**src/rtl/mbs_pkg.sv**
```systemverilog
package mbs_pkg;

    localparam int ADDR_W_DEF = 11;
    localparam int DATA_W_DEF = 16;

    // Field order follows strap bit positions: bit 0 is the LSB.
    typedef struct packed {
        logic rdy_with_data; // bit 4
        logic width_sel;     // bit 3, no effect
        logic rw_high_write; // bit 2
        logic byte_swap;     // bit 1
        logic clk_div2;      // bit 0
    } strap_cfg_t;

    localparam int STRAP_W = $bits(strap_cfg_t);

    typedef enum logic [2:0] {
        ST_IDLE,
        ST_WR_STB,
        ST_WR_ACK,
        ST_RD_REQ,
        ST_RD_WAIT,
        ST_RDY_DATA,
        ST_RDY_EARLY,
        ST_DATA_LATE
    } bus_state_t;

endpackage

```
**src/rtl/mbs_strap_latch.sv**
```systemverilog
module mbs_strap_latch
    import mbs_pkg::*;
(
    input  logic                clk,
    input  logic                rst_n,
    input  logic [STRAP_W-1:0]  strap_i,
    output strap_cfg_t          cfg_o,
    output logic                adv_o
);

    strap_cfg_t cfg_q;
    logic       phase_q;

    // Captured on every reset clock; the last one wins.
    always_ff @(posedge clk) begin
        if (!rst_n) begin
            cfg_q   <= strap_cfg_t'(strap_i);
            phase_q <= 1'b0;
        end else begin
            phase_q <= ~phase_q;
        end
    end

    assign cfg_o = cfg_q;
    assign adv_o = !cfg_q.clk_div2 || phase_q;

endmodule

```
**src/rtl/mbs_byte_lane.sv**
```systemverilog
module mbs_byte_lane #(
    parameter int DATA_W = 16
) (
    input  logic              swap_en,
    input  logic [DATA_W-1:0] din,
    output logic [DATA_W-1:0] dout
);

    localparam int LANES = DATA_W / 8;

    for (genvar i = 0; i < LANES; i++) begin : g_lane
        assign dout[8*i +: 8] = swap_en ? din[8*(LANES-1-i) +: 8] : din[8*i +: 8];
    end

endmodule

```
**src/rtl/mbs_bus_fsm.sv**
```systemverilog
module mbs_bus_fsm
    import mbs_pkg::*;
#(
    parameter int ADDR_W = 11,
    parameter int DATA_W = 16
) (
    input  logic              clk,
    input  logic              rst_n,
    input  logic              adv,
    input  logic              rw_high_write,
    input  logic              rdy_with_data,
    input  logic              as_n,
    input  logic              cs_n,
    input  logic              rw,
    input  logic [ADDR_W-1:0] addr_i,
    input  logic [DATA_W-1:0] wdata_i,
    input  logic              rsp_valid,
    input  logic [DATA_W-1:0] rsp_data,
    output logic              req_wr,
    output logic              req_rd,
    output logic [ADDR_W-1:0] req_addr,
    output logic [DATA_W-1:0] req_wdata,
    output logic [DATA_W-1:0] rdata,
    output logic              rdata_drive,
    output logic              oe,
    output logic              rdy_n
);

    bus_state_t        state, nxt;
    logic [ADDR_W-1:0] addr_q;
    logic [DATA_W-1:0] wdata_q;
    logic [DATA_W-1:0] rdata_q;
    logic              got_q;
    logic              start;
    logic              is_read;

    assign start   = !as_n && !cs_n;
    assign is_read = rw ^ rw_high_write;

    always_comb begin
        nxt = state;
        unique case (state)
            ST_IDLE:      if (start) nxt = is_read ? ST_RD_REQ : ST_WR_STB;
            ST_WR_STB:    nxt = ST_WR_ACK;
            ST_WR_ACK:    nxt = ST_IDLE;
            ST_RD_REQ:    nxt = ST_RD_WAIT;
            ST_RD_WAIT:   if (got_q || rsp_valid)
                              nxt = rdy_with_data ? ST_RDY_DATA : ST_RDY_EARLY;
            ST_RDY_DATA:  nxt = ST_IDLE;
            ST_RDY_EARLY: nxt = ST_DATA_LATE;
            ST_DATA_LATE: nxt = ST_IDLE;
        endcase
    end

    // State register and captured cycle context.
    always_ff @(posedge clk) begin
        if (!rst_n) begin
            state   <= ST_IDLE;
            addr_q  <= '0;
            wdata_q <= '0;
            rdata_q <= '0;
            got_q   <= 1'b0;
        end else begin
            if (state == ST_RD_WAIT && rsp_valid && !got_q) begin
                rdata_q <= rsp_data;
                got_q   <= 1'b1;
            end
            if (adv) begin
                state <= nxt;
                if (state == ST_IDLE && start) begin
                    addr_q  <= addr_i;
                    wdata_q <= wdata_i;
                    got_q   <= 1'b0;
                end
            end
        end
    end

    // Outputs decoded from state.
    always_comb begin
        req_wr      = (state == ST_WR_STB) && adv;
        req_rd      = (state == ST_RD_REQ) && adv;
        req_addr    = addr_q;
        req_wdata   = wdata_q;
        rdata       = rdata_q;
        rdy_n       = !(state inside {ST_WR_ACK, ST_RDY_DATA, ST_RDY_EARLY});
        oe          = state inside {ST_RDY_DATA, ST_RDY_EARLY, ST_DATA_LATE};
        rdata_drive = state inside {ST_RDY_DATA, ST_DATA_LATE};
    end

endmodule

```
**src/rtl/mbs_irq_out.sv**
```systemverilog
module mbs_irq_out (
    input  logic clk,
    input  logic rst_n,
    input  logic irq_src,
    input  logic irq_pol,
    output logic irq_o
);

    logic irq_q;

    always_ff @(posedge clk) begin
        if (!rst_n) irq_q <= !irq_pol;
        else        irq_q <= irq_src ^ !irq_pol;
    end

    assign irq_o = irq_q;

endmodule

```
**src/rtl/mgmt_bus_slave.sv**
```systemverilog
module mgmt_bus_slave
    import mbs_pkg::*;
#(
    parameter int ADDR_W = ADDR_W_DEF,
    parameter int DATA_W = DATA_W_DEF
) (
    input  logic              clk,
    input  logic              rst_n,
    input  logic [4:0]        strap_i,
    input  logic [ADDR_W-1:0] bus_addr_i,
    input  logic [DATA_W-1:0] bus_data_i,
    output logic [DATA_W-1:0] bus_data_o,
    output logic              bus_data_oe,
    input  logic              bus_as_n,
    input  logic              bus_cs_n,
    input  logic              bus_rw,
    output logic              bus_rdy_n,
    output logic              reg_wr,
    output logic              reg_rd,
    output logic [ADDR_W-1:0] reg_addr,
    output logic [DATA_W-1:0] reg_wdata,
    input  logic              reg_rsp_valid,
    input  logic [DATA_W-1:0] reg_rsp_data,
    input  logic              irq_src,
    input  logic              irq_pol,
    output logic              irq_o
);

    strap_cfg_t        cfg;
    logic              adv;
    logic [DATA_W-1:0] wdata_sw;
    logic [DATA_W-1:0] rdata_raw;
    logic [DATA_W-1:0] rdata_sw;
    logic              rdata_drive;

    mbs_strap_latch u_strap (
        .clk     (clk),
        .rst_n   (rst_n),
        .strap_i (strap_i),
        .cfg_o   (cfg),
        .adv_o   (adv)
    );

    mbs_byte_lane #(.DATA_W(DATA_W)) u_wr_lane (
        .swap_en (cfg.byte_swap),
        .din     (bus_data_i),
        .dout    (wdata_sw)
    );

    mbs_bus_fsm #(.ADDR_W(ADDR_W), .DATA_W(DATA_W)) u_fsm (
        .clk           (clk),
        .rst_n         (rst_n),
        .adv           (adv),
        .rw_high_write (cfg.rw_high_write),
        .rdy_with_data (cfg.rdy_with_data),
        .as_n          (bus_as_n),
        .cs_n          (bus_cs_n),
        .rw            (bus_rw),
        .addr_i        (bus_addr_i),
        .wdata_i       (wdata_sw),
        .rsp_valid     (reg_rsp_valid),
        .rsp_data      (reg_rsp_data),
        .req_wr        (reg_wr),
        .req_rd        (reg_rd),
        .req_addr      (reg_addr),
        .req_wdata     (reg_wdata),
        .rdata         (rdata_raw),
        .rdata_drive   (rdata_drive),
        .oe            (bus_data_oe),
        .rdy_n         (bus_rdy_n)
    );

    mbs_byte_lane #(.DATA_W(DATA_W)) u_rd_lane (
        .swap_en (cfg.byte_swap),
        .din     (rdata_raw),
        .dout    (rdata_sw)
    );

    assign bus_data_o = rdata_drive ? rdata_sw : '0;

    mbs_irq_out u_irq (
        .clk     (clk),
        .rst_n   (rst_n),
        .irq_src (irq_src),
        .irq_pol (irq_pol),
        .irq_o   (irq_o)
    );

endmodule

```
**config.mk**
```make
export PLATFORM = sky130hd
export DESIGN_NAME = mgmt_bus_slave
export DESIGN_NICKNAME = d
export VERILOG_FILES = /design/src/rtl/mbs_pkg.sv /design/src/rtl/mbs_strap_latch.sv /design/src/rtl/mbs_byte_lane.sv /design/src/rtl/mbs_bus_fsm.sv /design/src/rtl/mbs_irq_out.sv /design/src/rtl/mgmt_bus_slave.sv
export SDC_FILE = /design/constraint.sdc
export NUM_CORES = 1
export LEC_CHECK = 0
export BUFFER_PORTS_ARGS = -buffer_cell sky130_fd_sc_hd__clkbuf_2
export CAP_MARGIN = 10
export CORE_ASPECT_RATIO = 0.5
export CORE_MARGIN = 2
export CORE_UTILIZATION = 40
export DETAILED_ROUTE_END_ITERATION = 8
export GPL_ROUTABILITY_DRIVEN = 0
export PLACE_DENSITY_LB_ADDON = 0.2
export SYNTH_ARGS = -nofsm -noshare
export SYNTH_HDL_FRONTEND = slang
export SYNTH_HIERARCHICAL = 1
export SYNTH_SLANG_ARGS = --single-unit
```
**constraint.sdc**
```tcl
create_clock -name clk -period 3.3 [get_ports clk]
set_input_delay 0.66 -clock clk [delete_from_list [all_inputs] [get_ports clk]]
set_output_delay 0.66 -clock clk [all_outputs]
set_load 0.05 [all_outputs]
```
# --- Word level (Yosys, flattened, before mapping) ---
# Index checks and enable logic that the tools add are counted.
# Widths: inputs -> output; s select.
op_classes:
  n_eq_ne: 9
  n_mux: 14
  bitwise_logic: 3
  n_reduce_logical: 21
ops:
  columns: ["operator", "n"]
  rows:
  - ["$mux 8", 4]
  - ["$pmux 3 s6", 1]
  - ["$mux 16", 1]
  - ["$eq 3x3->1 const B", 4]
  - ["$eq 3x2->1 const B", 2]
  - ["$logic_and 1x1->1", 6]
  - ["$logic_not 1->1", 6]
  - ["$mux 3", 2]
  - ["$reduce_bool 3->1", 2]
  - ["$mux 1", 4]
  - ["$mux 2", 2]
  - ["$ne 2x1->1 const B", 2]
  - ["$eq 3x1->1 const B", 1]
  - ["$logic_not 3->1", 1]
  - ["$reduce_and 3->1", 1]
  - ["$reduce_or 3->1", 1]
  - ["$logic_or 1x1->1", 2]
  - ["$reduce_and 2->1", 1]
  - ["$reduce_bool 2->1", 1]
  - ["$xor 1x1->1", 2]
  - ["$not 1->1", 1]
word_totals:
  reg_bits: 53
  input_bits: 56
  elab_cells: 58

# --- Longest topological paths before layout ---
# Gate-level depths: netlist (run 1).
logic_depth:
  ltp_word: 6
  ltp_mapped: 7

# --- Modules after synthesis ---
# Netlist (run 1), hierarchy kept.
modules_own_cells:
  columns: ["module", "n_inst", "cells_per_inst", "area_per_inst_um2"]
  rows:
  - ["mbs_bus_fsm", 1, 208, 1938.1]
  - ["mbs_byte_lane", 2, 18, 249.0]
  - ["mbs_strap_latch", 1, 9, 186.4]
  - ["mgmt_bus_slave", 1, 17, 126.4]
  - ["mbs_irq_out", 1, 3, 32.5]

# --- Worst setup path after synthesis (run 1) ---
# OpenSTA, ideal clock, no wires.
synth_timing:
  path_type: "register to output"
  from: "register u_fsm.state[0]"
  to: "output port reg_wr"
  t_arrival_ns: 1.634
  setup_slack_ns: 1.006
  stages_incl_launch_ff: 4
  n_path_buf: 1
  cell_sequence: "dfxtp_1 buf_2 nand2_1 nor3_1"
synth_between:
  elab_chain_len: 2
synth_rtl:
  columns: ["item", "line_no", "source"]
  rows:
  - ["from (decl)", "mbs_bus_fsm.sv:29", "bus_state_t state, nxt;"]
  - ["from (signal assigned)", "mbs_bus_fsm.sv:69", "state <= nxt;"]
  - ["$eq 3x1->1", "mbs_bus_fsm.sv:81", "req_wr = (state == ST_WR_STB) && adv;"]
  - ["$logic_and 1x1->1", "mbs_bus_fsm.sv:81", null]
  - ["to (decl)", "mgmt_bus_slave.sv:18", "output logic reg_wr,"]
# No other way between the ends.

# --- Worst setup path after layout (run 1) ---
layout_timing:
  from: "register u_fsm.state[0]"
  to: "output port bus_data_o[2]"
layout_between:
  elab_chain_len: 3
layout_rtl:
  columns: ["item", "line_no", "source"]
  rows:
  - ["$eq 3x3->1", "mbs_bus_fsm.sv:88", "rdata_drive = state inside {ST_RDY_DATA, ST_DATA_LATE};"]
  - ["$reduce_bool 2->1 *", "mbs_bus_fsm.sv:88", null]
  - ["via rdata_drive", "mgmt_bus_slave.sv:34", "logic rdata_drive;"]
  - ["$mux 16 *", "mgmt_bus_slave.sv:79", "assign bus_data_o = rdata_drive ? rdata_sw : '0;"]
  - ["to (decl)", "mgmt_bus_slave.sv:12", "output logic [DATA_W-1:0] bus_data_o,"]
# The timed path passes the listed nets; every way through them passes the cells marked *.

==> results of run 1 <==
==> worst max path at each step <==
stage / start / to
2_1_floorplan: u_fsm/state[0] / reg_wr
3_3_place_gp: u_fsm/state[0] / bus_data_o[13]
3_5_place_dp: u_fsm/state[0] / bus_data_o[8]
4_1_cts: u_fsm/state[0] / bus_data_o[2]
5_1_grt: u_fsm/state[0] / bus_data_o[13]
6_report: u_fsm/state[0] / bus_data_o[2]
==> power by group through the flow <==
stage	clock network [µW]	registers, µW	logic, µW
after floorplan	0	824	262
after global placement	0	750	408
after detailed placement	0	752	414
after CTS	525	738	415
after global routing	553	745	446
final	507	738	410
==> final cells by class <==
class                           instances  area share
Multi-Input combinational cell        196       0.433
Sequential cell                        53       0.327
Inverter                                3     0.00334
Clock inverter                          3     0.00520
Tap cell                               92      0.0342
Clock buffer                            5      0.0371
Timing Repair Buffer                  106       0.160
==> sequential cells by signal, indices dropped and copies added, names as in the netlist <==
register / cells
u_strap/cfg_o: 4
u_fsm/req_wdata: 16
u_fsm/state: 3
u_strap/phase_q: 1
u_fsm/rdata: 16
u_fsm/req_addr: 11
u_fsm/got_q: 1
u_irq/irq_o: 1
==> per-layer routing <==
layer	GRT usage	vias to the layer above	wire length, µm
li1	-	1089	-
met1	0.184	970	2510
met2	0.275	50	2700
met3	0.0420	5	297
met4	0.0345	0	44
met5	0	-	0
==> stage by stage <==
| stage | setup WS [ps] | hold WS [ps] | util |
|---|---|---|---|
| floorplan | 1010 | 383 | - |
| global placement | 1150 | 398 | 0.483 |
| detailed placement | 1110 | 406 | 0.483 |
| CTS | 791 | 416 | 0.505 |
| global route | 652 | 431 | 0.505 |
| finish | 831 | 413 | 0.505 |
==> impl_results.md, run 1 <==
- Switching pwr: 536 µW
- Maximum vdd drop: 0.220 mV
- CTS tree: built
- Clock slew seen by the registers of the worst setup and hold paths: approximately 70 ps
- Full die area: roughly 7600 µm²
- Most frequent cells in the layout: clkbuf_2 (102), nand2_1 (59), dfxtp_1 (49), a21boi_1 (20), mux2_4 (20)
- CORE AREA: between 6000 and 7000 µm²
- Crit path largest cell delay: approximately 560 ps
- Routed WL: 5.56 mm
- Post-DP HPWL: approximately 4.0 mm
- Initial antenna violation count: 0
- IO Pins: about 100
- HP Class: reg -> reg
- Placed Instances: 450
- Commonest non-fill, non-tap cell in the layout: clkbuf_2
- Number of H-tree levels: 2
- Leak: 0.00148 µW
- Pint: approximately 1100 µW
- Clk sinks: 53
- # hold bufs at CTS: 0
- CP top delay family: simple AND/OR/NAND/NOR gates
- Vias in the first global route: 2,089
- Sum of negative setup slack: 0 ps
- Post-synthesis instance area: 2750 µm²
- Post-Synthesis Net Count: approximately 330
- Maximum fanout along the worst path: 16
- Average via count per standard cell: between 4 and 5
- Clock period minus final worst setup slack: 2470 ps
- WP depth: 3
- Pins Over Slew Limit: 0
- Port Buffers: roughly 100
- Hold EP: u_strap/phase_q
- Final Cycle Share: 0.748
- Final setup vio count: 0
- FF-to-FF setup slack: ~1500 ps
- Final antenna-violating net count: 0
- CTS Root Buffer Type: clkbuf_16
- Crit Path Class: reg -> out
- Global Route Usage Sum: 0.153
- TritonCTS buffer count: 5
- Multi-input logic area: approximately 1500 µm²
- Tot Pwr: 1650 µW
- Vias post-DR: between 2,000 and 2,500
- Clock Latency Late Sink: 290 ps
- Gate power share: 0.248
- First-pass GRT wire length: roughly 9.4 mm
- Critical Path RT: roughly 2600 ps
- Area after DPL: 3230 µm²
- Startpoint types: flop
- DRT iter0 DRCs: between 70 and 80
- Share of layout cells above drive strength 1: 0.440
- Post-Syn Area per Cell: between 10 and 15 µm²
- Clk pwr share: 0.307
- Worst-path cell chain: and2_1 -> and2_2 -> clkbuf_2
- Critical path's slowest cell: dfxtp_1
- Seq pwr share: 0.446
- Final setup skew: 7.47 ps
- GR Overflow Total: 0
- Critical path buffers and inverters: 1
- Syn Inst Count: roughly 270
- Yosys warning total: 6
- Die H: about 63 µm
- Final Cell Area: between 3000 and 4000 µm²
- Starting density of the core: 0.412
- Power Density: between 400 and 500 nW/µm²
- RSZ-0062 raised after global routing: false
- Worst R2R Start: u_fsm/state[2]
- DRC violations left: 0
- Switching Share: 0.324
- Data arrival, critical path: 1810 ps
- Status: finished, final reports clean
- WHS Path Cells: 1
- Achievable Freq: 405 MHz
- Rel. slew slack: 0.358
- Largest net degree at the start of global routing: 53
- ANT cells: 0
- Row cnt: 21
- Worst-Margin Slew: just under 1000 ps
- # resized after CTS: 0
- Final Hold Viols: 0
- Max-cap violations: 0
- Final non-filler cell total: roughly 460
- Reg2reg path depth: 4
- Reg2reg end: u_fsm/req_addr[8]
- Routed WL per cell: about 12 µm
- Syn-to-layout area delta: 22.4%
- Nets@finish: roughly 420
- Critical path capture point type: primary output
- Initial DRT Pass Iterations: 4
- Postcts setup bufs: 0
- Reg area: around 1100 µm²
- Clock buffer depth: 2
- Fill cells: between 600 and 700
- Hold Startpoint: u_strap/phase_q
- Die X: 121 µm
No activity file was read; power rests on OpenSTA's default activity.
==> run 2: changes to the inputs <==
Settings changed: ABC_AREA from default to 1.
Clock period 3.3 ns to 2.17 ns, I/O delays scaled along.
==> impl_results.md, run 2 <==
- Clock slew seen by the registers of the worst setup and hold paths: 70 ps
- Leak: 0.00207 µW
- Seq pwr share: 0.426
- Full die area: slightly above 8000 µm²
- Die X: around 130 µm
- Switching pwr: between 900 and 1000 µW
- Critical path buffers and inverters: 5
- Initial antenna violation count: 0
- CTS Root Buffer Type: clkbuf_16
- Port Buffers: approximately 100
- CP top delay family: buffers and inverters
- Nets@finish: about 600
- Starting density of the core: 0.410
- TritonCTS buffer count: 5
- Clk pwr share: 0.294
- Pins Over Slew Limit: 0
- Final Cycle Share: 0.900
- Post-DP HPWL: 4.91 mm
- # hold bufs at CTS: 0
- Final antenna-violating net count: 0
- Rel. slew slack: 0.711
- DRC violations left: 0
- GR Overflow Total: 0
- Share of layout cells above drive strength 1: 0.312
- Worst-Margin Slew: roughly 430 ps
- Crit Path Class: reg -> out
- Clock Latency Late Sink: around 290 ps
- WL met1: approximately 3.1 mm
- Vias post-DR: 2,804
- Gate power share: 0.280
- Power Density: approximately 700 nW/µm²
- Met2 wire len: ~3.1 mm
- RSZ-0062 raised after global routing: false
- Syn-to-layout area delta: 25.4%
- Clock buffer depth: 2
- Startpoint types: flop
- Switching Share: 0.351
- Row cnt: 22
- Maximum vdd drop: roughly 0.30 mV
- CTS tree: built
- Average via count per standard cell: ~4.4
- Post-Syn Area per Cell: between 6 and 7 µm²
- Routed WL per cell: between 10 and 15 µm
- First-pass GRT wire length: between 10 and 15 mm
- CORE AREA: approximately 7300 µm²
- Initial DRT Pass Iterations: 4
- DRT iter0 DRCs: 124
- Achievable Freq: between 500 and 600 MHz
- Routed length on met3: 431 µm
- Most used cell, CP: buf_12
- Largest net degree at the start of global routing: 37
- Worst-path cell chain: nand2_1 -> clkinvlp_4 -> buf_12 -> buf_4 -> nand2_2 -> inv_1 -> buf_12
- Final Hold Viols: 0
- Critical Path RT: approximately 1700 ps
- Commonest non-fill, non-tap cell in the layout: nand2_1
- Post-Synthesis Net Count: about 510
- Final setup vio count: 0
- Critical path capture point type: primary output
- IO Pins: roughly 100
- Clock period minus final worst setup slack: about 2000 ps
- Post-synthesis instance area: between 2000 and 3000 µm²
- Final setup skew: 3.54 ps
- Maximum fanout along the worst path: 15
- Fill cells: 742
- Routed WL: between 6 and 7 mm
- Util after Layout: 0.514
- Critical path's slowest cell: dfxtp_1
- Vias in the first global route: roughly 2,600
- Most frequent cells in the layout: nand2_1 (159), clkbuf_2 (94), nor2_1 (62), inv_1 (52), dfxtp_1 (49)
- Sum of negative setup slack: 0 ps
- Clk sinks: between 50 and 60
- Pint: ~1700 µW
- HP Class: in -> reg
- Crit path largest cell delay: between 400 and 500 ps
- Data arrival, critical path: 1520 ps
- Syn Inst Count: between 400 and 500
- Yosys warning total: 6
- Global Route Usage Sum: 0.168
- Status: finished, final reports clean
- Number of H-tree levels: 2
- Top sig layer: met4
- ANT cells: 0
- Max-cap violations: 0
- Die H: 65.1 µm
[run 2: changes by cell type in the layout (fill, tap and decap cells not counted), moves of 16 or more]
| cell | change |
|---|---|
| nand2_2 | +45 |
| mux2i_1 | -19 |
| nor2b_1 | -19 |
| inv_1 | +49 |
| a21oi_1 | +17 |
| nand4_1 | +16 |
| a21boi_1 | -20 |
| mux2_4 | -20 |
| nor2_1 | +59 |
| nand2_1 | +100 |
[run 2: final timing paths]
kind | from | end | slack, ps | depth (start not counted)
worst max register to register | u_fsm/state[2] | u_fsm/req_addr[9] | 580 | 6
worst min-delay path | strap_i[2] | u_strap/cfg_o[2] | 320 | 1
worst min register to register | u_strap/phase_q | u_strap/phase_q | 430 | 1
worst max-delay path | u_fsm/state[0] | bus_data_o[12] | 220 | 7
[run 2: metal layers]
metal | vias to the layer above | global-route usage
li1 | 1547 | -
met1 | 1192 | 0.199
met2 | 60 | 0.292
met3 | 5 | 0.0570
met4 | 0 | 0.0495
met5 | - | 0
[run 2: what timing repair did]
| action | 4_1_cts | 5_1_grt |
|---|---|---|
| endpoints found under the hold margin | 0 | 0 |
| endpoints found under the setup margin | 0 | 15 |
| gates resized for setup | 0 | 1 |
| buffers inserted | 0 | 1 |
[run 2: area by class of cell]
cell class                      count  area, µm²  area share
Clock buffer                        8        136      0.0364
Inverter                           59        240      0.0641
Multi-Input combinational cell    317       1430       0.381
Sequential cell                    53       1100       0.294
Tap cell                           96        120      0.0321
Timing Repair Buffer              111        723       0.193
[run 2: power by group through the flow]
| stage | clock, µW | combinational, µW | sequential [µW] |
|---|---|---|---|
| after floorplan | 0 | 406 | 1320 |
| after global placement | 0 | 736 | 1130 |
| after detailed placement | 0 | 737 | 1140 |
| after CTS | 805 | 739 | 1120 |
| after global routing | 837 | 812 | 1130 |
| final | 769 | 734 | 1110 |
[run 2: per-stage QoR]
step | cell area [µm²] | worst slack, ps | cells | hold slack, ps | total power [µW]
floorplan | 2990 | 134 | 452 | 405 | 1730
global placement | 3590 | 340 | 635 | 419 | 1870
detailed placement | 3590 | 329 | 635 | 419 | 1870
CTS | 3720 | 6.09 | 643 | 306 | 2660
global route | 3750 | 69.2 | 644 | 311 | 2780
finish | 3750 | 217 | 644 | 319 | 2620
